==> src/rtl/pfbuf_pkg.sv <==
// Package: shared types for the cross-core prefetch buffer.
// Assumes nothing beyond being compiled before the modules that import it.
package pfbuf_pkg;

    // What the storage queue does with the push slot this cycle.
    typedef enum logic [1:0] {
        Q_HOLD   = 2'd0,   // no push is stored
        Q_APPEND = 2'd1,   // push is stored behind the youngest entry
        Q_EVICT  = 2'd2    // oldest entry drops out, push becomes youngest
    } q_action_e;

endpackage

==> src/rtl/pfbuf_penc.sv <==
// Module: pfbuf_penc
// Turns a match vector into the index of its lowest set bit and an any flag.
// Assumes at most one bit is set in normal use. If more are set, the lowest wins.
module pfbuf_penc #(
    parameter int N     = 16,
    parameter int IDX_W = (N > 1) ? $clog2(N) : 1
) (
    input  logic [N-1:0]     vec,
    output logic             any,
    output logic [IDX_W-1:0] idx
);

    // Scan from the top down so that the lowest set bit is written last.
    always_comb begin
        idx = '0;
        for (int i = N - 1; i >= 0; i--) begin
            if (vec[i]) idx = IDX_W'(i);
        end
    end

    // Any match at all.
    assign any = |vec;

endmodule

==> src/rtl/pfbuf_cam.sv <==
// Module: pfbuf_cam
// Compares every slot against the lookup key (page, context and size) and
// against the push key (page and context only, used to drop duplicates).
// Assumes the slot valid bits are already qualified by occupancy.
module pfbuf_cam #(
    parameter int DEPTH = 16,
    parameter int VPN_W = 20,
    parameter int CTX_W = 8,
    parameter int SZ_W  = 2
) (
    input  logic [DEPTH-1:0] slot_vld,
    input  logic [VPN_W-1:0] slot_vpn [DEPTH],
    input  logic [CTX_W-1:0] slot_ctx [DEPTH],
    input  logic [SZ_W-1:0]  slot_sz  [DEPTH],
    input  logic [VPN_W-1:0] lk_vpn,
    input  logic [CTX_W-1:0] lk_ctx,
    input  logic [SZ_W-1:0]  lk_size,
    input  logic [VPN_W-1:0] push_vpn,
    input  logic [CTX_W-1:0] push_ctx,
    output logic [DEPTH-1:0] lk_match,
    output logic [DEPTH-1:0] dup_match
);

    // One comparator pair per slot.
    for (genvar g = 0; g < DEPTH; g++) begin : g_cmp
        assign lk_match[g]  = slot_vld[g]
                              && (slot_vpn[g] == lk_vpn)
                              && (slot_ctx[g] == lk_ctx)
                              && (slot_sz[g]  == lk_size);
        assign dup_match[g] = slot_vld[g]
                              && (slot_vpn[g] == push_vpn)
                              && (slot_ctx[g] == push_ctx);
    end

endmodule

==> src/rtl/pfbuf_queue.sv <==
// Module: pfbuf_queue
// Age-ordered storage that collapses on removal. Slot 0 is the oldest entry
// and slots at or above the occupancy count are empty. A removal closes the
// gap by moving younger entries down. After that, the action appends the new
// entry or evicts slot 0 and writes the new entry into the top slot.
// Assumes rm_idx < occ when rm is set, and that Q_EVICT comes only when the
// buffer is full after the removal.
module pfbuf_queue
    import pfbuf_pkg::*;
#(
    parameter int DEPTH  = 16,
    parameter int VPN_W  = 20,
    parameter int CTX_W  = 8,
    parameter int SZ_W   = 2,
    parameter int PPN_W  = 20,
    parameter int CORE_W = 3,
    parameter int IDX_W  = $clog2(DEPTH),
    parameter int OCC_W  = $clog2(DEPTH + 1)
) (
    input  logic              clk,
    input  logic              rst_n,
    input  logic              rm,
    input  logic [IDX_W-1:0]  rm_idx,
    input  q_action_e         action,
    input  logic [VPN_W-1:0]  wr_vpn,
    input  logic [CTX_W-1:0]  wr_ctx,
    input  logic [SZ_W-1:0]   wr_sz,
    input  logic [PPN_W-1:0]  wr_ppn,
    input  logic [CORE_W-1:0] wr_src,
    output logic [DEPTH-1:0]  slot_vld,
    output logic [VPN_W-1:0]  slot_vpn [DEPTH],
    output logic [CTX_W-1:0]  slot_ctx [DEPTH],
    output logic [SZ_W-1:0]   slot_sz  [DEPTH],
    output logic [PPN_W-1:0]  slot_ppn [DEPTH],
    output logic [CORE_W-1:0] slot_src [DEPTH],
    output logic [OCC_W-1:0]  occ
);

    logic [VPN_W-1:0]  c_vpn [DEPTH];
    logic [CTX_W-1:0]  c_ctx [DEPTH];
    logic [SZ_W-1:0]   c_sz  [DEPTH];
    logic [PPN_W-1:0]  c_ppn [DEPTH];
    logic [CORE_W-1:0] c_src [DEPTH];
    logic [VPN_W-1:0]  n_vpn [DEPTH];
    logic [CTX_W-1:0]  n_ctx [DEPTH];
    logic [SZ_W-1:0]   n_sz  [DEPTH];
    logic [PPN_W-1:0]  n_ppn [DEPTH];
    logic [CORE_W-1:0] n_src [DEPTH];
    logic [OCC_W-1:0]  occ_c;
    logic [OCC_W-1:0]  occ_n;

    // Occupancy after the removal.
    assign occ_c = occ - OCC_W'(rm);

    // Close the gap left by a removed entry.
    always_comb begin
        for (int i = 0; i < DEPTH; i++) begin
            if (rm && (i >= int'(rm_idx)) && (i < DEPTH - 1)) begin
                c_vpn[i] = slot_vpn[i+1];
                c_ctx[i] = slot_ctx[i+1];
                c_sz[i]  = slot_sz[i+1];
                c_ppn[i] = slot_ppn[i+1];
                c_src[i] = slot_src[i+1];
            end else begin
                c_vpn[i] = slot_vpn[i];
                c_ctx[i] = slot_ctx[i];
                c_sz[i]  = slot_sz[i];
                c_ppn[i] = slot_ppn[i];
                c_src[i] = slot_src[i];
            end
        end
    end

    // Apply the push action on top of the collapsed contents.
    always_comb begin
        occ_n = occ_c;
        for (int i = 0; i < DEPTH; i++) begin
            n_vpn[i] = c_vpn[i];
            n_ctx[i] = c_ctx[i];
            n_sz[i]  = c_sz[i];
            n_ppn[i] = c_ppn[i];
            n_src[i] = c_src[i];
        end
        case (action)
            Q_APPEND: begin
                for (int i = 0; i < DEPTH; i++) begin
                    if (OCC_W'(i) == occ_c) begin
                        n_vpn[i] = wr_vpn;
                        n_ctx[i] = wr_ctx;
                        n_sz[i]  = wr_sz;
                        n_ppn[i] = wr_ppn;
                        n_src[i] = wr_src;
                    end
                end
                occ_n = occ_c + OCC_W'(1);
            end
            Q_EVICT: begin
                for (int i = 0; i < DEPTH - 1; i++) begin
                    n_vpn[i] = c_vpn[i+1];
                    n_ctx[i] = c_ctx[i+1];
                    n_sz[i]  = c_sz[i+1];
                    n_ppn[i] = c_ppn[i+1];
                    n_src[i] = c_src[i+1];
                end
                n_vpn[DEPTH-1] = wr_vpn;
                n_ctx[DEPTH-1] = wr_ctx;
                n_sz[DEPTH-1]  = wr_sz;
                n_ppn[DEPTH-1] = wr_ppn;
                n_src[DEPTH-1] = wr_src;
            end
            default: ;
        endcase
    end

    // Occupancy register. Reset empties the buffer.
    always_ff @(posedge clk) begin
        if (!rst_n) occ <= '0;
        else        occ <= occ_n;
    end

    // Slot payload registers. Contents need no reset because occ gates them.
    always_ff @(posedge clk) begin
        for (int i = 0; i < DEPTH; i++) begin
            slot_vpn[i] <= n_vpn[i];
            slot_ctx[i] <= n_ctx[i];
            slot_sz[i]  <= n_sz[i];
            slot_ppn[i] <= n_ppn[i];
            slot_src[i] <= n_src[i];
        end
    end

    // A slot is valid when it lies below the occupancy count.
    for (genvar g = 0; g < DEPTH; g++) begin : g_vld
        assign slot_vld[g] = (OCC_W'(g) < occ);
    end

endmodule

==> src/rtl/xcore_pfbuf.sv <==
// Module: xcore_pfbuf
// Fully associative buffer for translations pushed by remote cores. A lookup
// hit is reported in the same cycle and the entry is consumed at the edge.
// Pushes are stored in age order. A push into a full buffer evicts the oldest
// entry and sends a registered bad-prefetch notice to the core that pushed it.
// Assumes the key set is kept unique by dropping pushes whose page and
// context match an entry that remains.
module xcore_pfbuf
    import pfbuf_pkg::*;
#(
    parameter int DEPTH  = 16,
    parameter int VPN_W  = 20,
    parameter int CTX_W  = 8,
    parameter int SZ_W   = 2,
    parameter int PPN_W  = 20,
    parameter int CORE_W = 3
) (
    input  logic              clk,
    input  logic              rst_n,
    input  logic              lk_valid,
    input  logic [VPN_W-1:0]  lk_vpn,
    input  logic [CTX_W-1:0]  lk_ctx,
    input  logic [SZ_W-1:0]   lk_size,
    output logic              lk_hit,
    output logic [PPN_W-1:0]  lk_ppn,
    output logic [CORE_W-1:0] lk_src,
    input  logic              push_valid,
    input  logic [VPN_W-1:0]  push_vpn,
    input  logic [CTX_W-1:0]  push_ctx,
    input  logic [SZ_W-1:0]   push_size,
    input  logic [PPN_W-1:0]  push_ppn,
    input  logic [CORE_W-1:0] push_src,
    output logic              bad_valid,
    output logic [CORE_W-1:0] bad_core
);

    localparam int IDX_W = $clog2(DEPTH);
    localparam int OCC_W = $clog2(DEPTH + 1);

    logic [DEPTH-1:0]  slot_vld;
    logic [VPN_W-1:0]  slot_vpn [DEPTH];
    logic [CTX_W-1:0]  slot_ctx [DEPTH];
    logic [SZ_W-1:0]   slot_sz  [DEPTH];
    logic [PPN_W-1:0]  slot_ppn [DEPTH];
    logic [CORE_W-1:0] slot_src [DEPTH];
    logic [OCC_W-1:0]  occ;
    logic [DEPTH-1:0]  lk_match;
    logic [DEPTH-1:0]  dup_match;
    logic [DEPTH-1:0]  rm_mask;
    logic              lk_any;
    logic [IDX_W-1:0]  lk_idx;
    logic              dup;
    logic              accept;
    logic              evict;
    q_action_e         action;

    pfbuf_cam #(
        .DEPTH(DEPTH), .VPN_W(VPN_W), .CTX_W(CTX_W), .SZ_W(SZ_W)
    ) u_cam (
        .slot_vld (slot_vld),
        .slot_vpn (slot_vpn),
        .slot_ctx (slot_ctx),
        .slot_sz  (slot_sz),
        .lk_vpn   (lk_vpn),
        .lk_ctx   (lk_ctx),
        .lk_size  (lk_size),
        .push_vpn (push_vpn),
        .push_ctx (push_ctx),
        .lk_match (lk_match),
        .dup_match(dup_match)
    );

    pfbuf_penc #(.N(DEPTH), .IDX_W(IDX_W)) u_penc (
        .vec(lk_match),
        .any(lk_any),
        .idx(lk_idx)
    );

    // Lookup result comes straight from the storage in the same cycle.
    assign lk_hit = lk_valid && lk_any;
    assign lk_ppn = slot_ppn[lk_idx];
    assign lk_src = slot_src[lk_idx];

    // Ignore a duplicate only when the match survives this cycle's removal.
    assign rm_mask = lk_hit ? lk_match : '0;
    assign dup     = |(dup_match & ~rm_mask);
    assign accept  = push_valid && !dup;
    assign evict   = accept && !lk_hit && (occ == OCC_W'(DEPTH));

    // Choose the queue action for the push.
    always_comb begin
        if (evict)       action = Q_EVICT;
        else if (accept) action = Q_APPEND;
        else             action = Q_HOLD;
    end

    pfbuf_queue #(
        .DEPTH(DEPTH), .VPN_W(VPN_W), .CTX_W(CTX_W), .SZ_W(SZ_W),
        .PPN_W(PPN_W), .CORE_W(CORE_W), .IDX_W(IDX_W), .OCC_W(OCC_W)
    ) u_queue (
        .clk     (clk),
        .rst_n   (rst_n),
        .rm      (lk_hit),
        .rm_idx  (lk_idx),
        .action  (action),
        .wr_vpn  (push_vpn),
        .wr_ctx  (push_ctx),
        .wr_sz   (push_size),
        .wr_ppn  (push_ppn),
        .wr_src  (push_src),
        .slot_vld(slot_vld),
        .slot_vpn(slot_vpn),
        .slot_ctx(slot_ctx),
        .slot_sz (slot_sz),
        .slot_ppn(slot_ppn),
        .slot_src(slot_src),
        .occ     (occ)
    );

    // Register the bad-prefetch notice for the entry evicted this cycle.
    always_ff @(posedge clk) begin
        if (!rst_n) begin
            bad_valid <= 1'b0;
            bad_core  <= '0;
        end else begin
            bad_valid <= evict;
            if (evict) bad_core <= slot_src[0];
        end
    end

endmodule

==> config.mk <==
export PLATFORM = sky130hd
export DESIGN_NAME = xcore_pfbuf
export DESIGN_NICKNAME = d
export VERILOG_FILES = /design/src/rtl/pfbuf_pkg.sv /design/src/rtl/pfbuf_penc.sv /design/src/rtl/pfbuf_cam.sv /design/src/rtl/pfbuf_queue.sv /design/src/rtl/xcore_pfbuf.sv
export SDC_FILE = /design/constraint.sdc
export NUM_CORES = 2
export LEC_CHECK = 0
export BUFFER_PORTS_ARGS = -buffer_cell sky130_fd_sc_hd__clkbuf_2
export CAP_MARGIN = 20
export CELL_PAD_IN_SITES_DETAIL_PLACEMENT = 0
export CELL_PAD_IN_SITES_GLOBAL_PLACEMENT = 1
export CORE_AREA = 3 3 329 331
export CTS_CLUSTER_DIAMETER = 100
export DETAILED_ROUTE_END_ITERATION = 16
export DIE_AREA = 0 0 332 334
export PLACE_DENSITY_LB_ADDON = 0.1
export SKIP_CTS_REPAIR_TIMING = 1
export SYNTH_ARGS = -nofsm -noshare
export SYNTH_HDL_FRONTEND = slang
export SYNTH_HIERARCHICAL = 1
export SYNTH_SLANG_ARGS = --single-unit
==> constraint.sdc <==
create_clock -name clk -period 14.25 [get_ports clk]
set_clock_uncertainty 0.05 [all_clocks]
set_input_delay 0 -clock clk [delete_from_list [all_inputs] [get_ports clk]]
set_output_delay 0 -clock clk [all_outputs]
set_load 0.01 [all_outputs]
==> results by group <==
Floorplan
  • Die area: 111000 sq um
  • Core box area: 105000 sq um
  • Initial Util: 54.8%
  • Rows: 119
  • Die span in x: 332 microns
  • DIE HEIGHT: 334 microns
  • Io pins: 115

Timing
  • Period utilization: 73.6%
  • Fin crit period: 10.49 ns
  • Max Slew Vio Count: 0
  • Hold WS: -0.0143 ns
  • Total Neg Setup Slack: 0 ns
  • Slew margin rel.: 7.32%
  • Final Setup Violations: 0
  • F_max: 95.3 MHz
  • Worst slew pin tran: 1.38 ns
  • RSZ-0062 raised after global routing: false
  • Final Hold Viols: 2

Global routing
  • Gr ovfl total: 0
  • First-pass GRT wire length: 434000 microns
  • Initial antenna violation count: 23
  • Global Route Usage Sum: 54.9%
  • Largest net degree at the start of global routing: 186
  • Vias in the first global route: 53900

Cells and area
  • Area of the multi-input gates: 37400 sq um
  • Layout cells sized above 1: 17.7%
  • Commonest non-fill, non-tap cell in the layout: dfxtp_1
  • Filler Cell Count: 9279
  • Storage cell area: 17700 sq um
  • Most frequent cells in the layout: dfxtp_1, xnor2_1, mux2i_1
  • Area delta synth->final: 8.52%
  • Nets: 5866

Logic synthesis
  • Number of synthesized flops with an enable pin: 53
  • Distinct cells, synth: 77
  • #FFs+latches synth: 857
  • Mapped Area: 57800 sq um
  • Post-Syn Instances: 5986
  • Avg Inst Size Synth: 9.66 sq um
  • Mapped Nets: 6082
  • Asr flop ratio synth: 0%
  • Seq/Total Area, Yosys: 30.6%
  • Number of synthesis warnings: 6
  • Synth Flop Type: dfxtp_1

Drt
  • Violation count after the first detailed-route iteration: 9685
  • Final ANT Viol Nets: 0
  • DRC: 0
  • Avg WL per Cell: 43.3 microns
  • Routed vias: 57700
  • TritonRoute pass-1 iters: 7
  • Via-to-Cell Ratio: 7.95
  • Drt total wl: 314000 microns

Critical path
  • CP required: 14.83 ns
  • CP Max Fanout: 165
  • Critical path class: register to register
  • CP peak stage delay: 1.00 ns
  • Worst path cell trace: buf_4 > clkinv_1 > nand2_1 > nand4_1 > or4_1 > nor4_2 > nor2_1 > nand2_1 > or3_1 > nand3_1 > a22oi_1 > nand4_1 > nor3_1 > and2_1 > inv_1 > ha_4 > buf_12 > clkinv_1 > buf_4 > nand2_4 > buf_12 > nor2_1 > a311o_1
  • CP endpoint kind: register
  • CP arrival: 11.07 ns
  • Crit-path slowest cell: nor4_2
  • CP startpoint kind: register

Placed design
  • HPWL after DPL: 197000 microns
  • Global placement routability congestion: 1.07
  • Port Buf Inserts: 114

Power
  • Sw Ratio: 32.2%
  • PD cells: 106 nW/um^2
  • Leak pwr: 23.6 nW
  • VDD IR max: 106 uV
  • Sequential share of power: 41.8%
  • Tot Pwr: 0.00663 W
  • Comb power frac: 18.0%
  • Clock power share: 40.2%
  • Int Power: 0.00449 W
  • Sw power: 0.00214 W

Clock tree
  • H-tree lvl count: 3
  • Worst skew pair latency: 0.78 ns
  • CTS Buffer Depth: 3
  • Clk slew on worst S/H paths: 0.06 ns
  • Clock sinks: 857
  • TritonCTS buffer count: 100
  • Root buffer cell: clkbuf_16
  • CTS tree: done

Hold path
  • Hold crit path type: input pin to register

Status
  • Failing checks: negative hold slack
  • Outcome: finished, violations left

Flow run
  • Max-cap check violation count: 0
[power groups by stage]
| stage | registers (W) | clock network [W] | logic, W |
|---|---|---|---|
| global placement | 0.00280 | 0 | 0.00109 |
| global route | 0.00278 | 0.00275 | 0.00122 |
| finish | 0.00277 | 0.00266 | 0.00120 |
| detailed placement | 0.00281 | 0 | 0.00110 |
| CTS | 0.00275 | 0.00264 | 0.00110 |
| floorplan | 0.00271 | 0 | 0.000725 |
[kinds of logic after synthesis]
group                    Yosys count  share of synthesized area, %
adder cells (fa/ha/maj)            9                         0.195
AO/OA/AOI/OAI                   1427                          19.9
buffers and inverters            660                          5.41
AND/OR/NAND/NOR                 1186                          10.7
multiplexers                     915                          19.1
flip-flops                       857                          30.6
XOR/XNOR                         932                          14.1
[critical path: cells and delay by family, from the launching register on]
| kind | cells | cell delay [ns] |
|---|---|---|
| and+or+nand+nor | 13 | 5.11 |
| buffers and inverters | 7 | 2.54 |
| adders and majority gates | 1 | 0.75 |
| DFF | 1 | 0.71 |
| AOI/OAI and AO/OA | 2 | 0.66 |
[flip-flops by register name, indices dropped and copies added, names as in the netlist]
signal / flops
bad_core: 3
u_queue/slot_sz: 32
u_queue/slot_ctx: 128
u_queue/slot_src: 48
u_queue/slot_vpn: 320
u_queue/occ: 5
bad_valid: 1
u_queue/slot_ppn: 320
[path summary, 6_finish.rpt]
| kind | startpoint | endpoint | slack [ns] | depth (start not counted) |
|---|---|---|---|---|
| max reg2reg | u_queue/occ[4] | u_queue/slot_ppn[160] | 3.76 | 23 |
| max | u_queue/occ[4] | u_queue/slot_ppn[160] | 3.76 | 23 |
| min | push_vpn[0] | u_queue/slot_vpn[0] | -0.01 | 3 |
| min reg2reg | bad_core[0] | bad_core[0] | 0.42 | 2 |
[layer usage]
layer	part of all wire (%)	vias up	track usage [%]
met5	0.028	-	0
met4	12	12	51.4
met3	14	1839	23.6
met2	41	5212	78.2
met1	33	27900	61.6
li1	-	22700	-
[area by class of cell]
type                       count  area share, %
clock buffer                 148           4.60
antenna                       11         0.0439
tap                         1391           2.77
multi-input combinational   4469           59.7
clock inverter                39          0.710
inverter                      23          0.138
timing repair buffer         319           3.84
sequential                   857           28.2
[synth_stat cells (31+ instances only)]
cell type    n  area, sq um
dfxtp_1    804        16100
xnor2_1    563         4930
mux2i_1    447         4470
nand2_1    396         1490
xor2_1     368         3220
mux2_2     353         3980
clkbuf_1   326         1220
nand3_1    259         1300
o221ai_1   259         2270
buf_2      221         1110
o31ai_1    213         1600
o211ai_1   207         1550
nand4_1    166         1040
a22oi_1    141         1060
o32a_1     122         1220
a32oi_1    116         1020
mux4_2     115         2590
o22ai_1    105          657
nor4_1     102          638
and2_1      65          407
o21ai_0     54          270
edfxtp_1    53         1590
nor2_1      51          191
a31o_2      42          368
and3_1      38          238
a211o_1     34          298
buf_1       34          128
a311o_1     31          310
buf_6       31          349
[stage by stage]
stage | setup WS (ns) | std cells | hold slack (ns) | cell area [sq um] | utilization [%]
floorplan | 8.79 | 5986 | 0.0717 | 57800 | -
global placement | 4.56 | 6994 | 0.307 | 58600 | 55.6
detailed placement | 4.53 | 6994 | 0.308 | 58600 | 55.6
CTS | 4.54 | 7181 | -0.461 | 62000 | 58.8
global route | 3.76 | 7249 | 0.00379 | 62700 | 59.5
finish | 3.76 | 7257 | -0.0143 | 62700 | 59.5
Power figures use the tool's default switching activity.
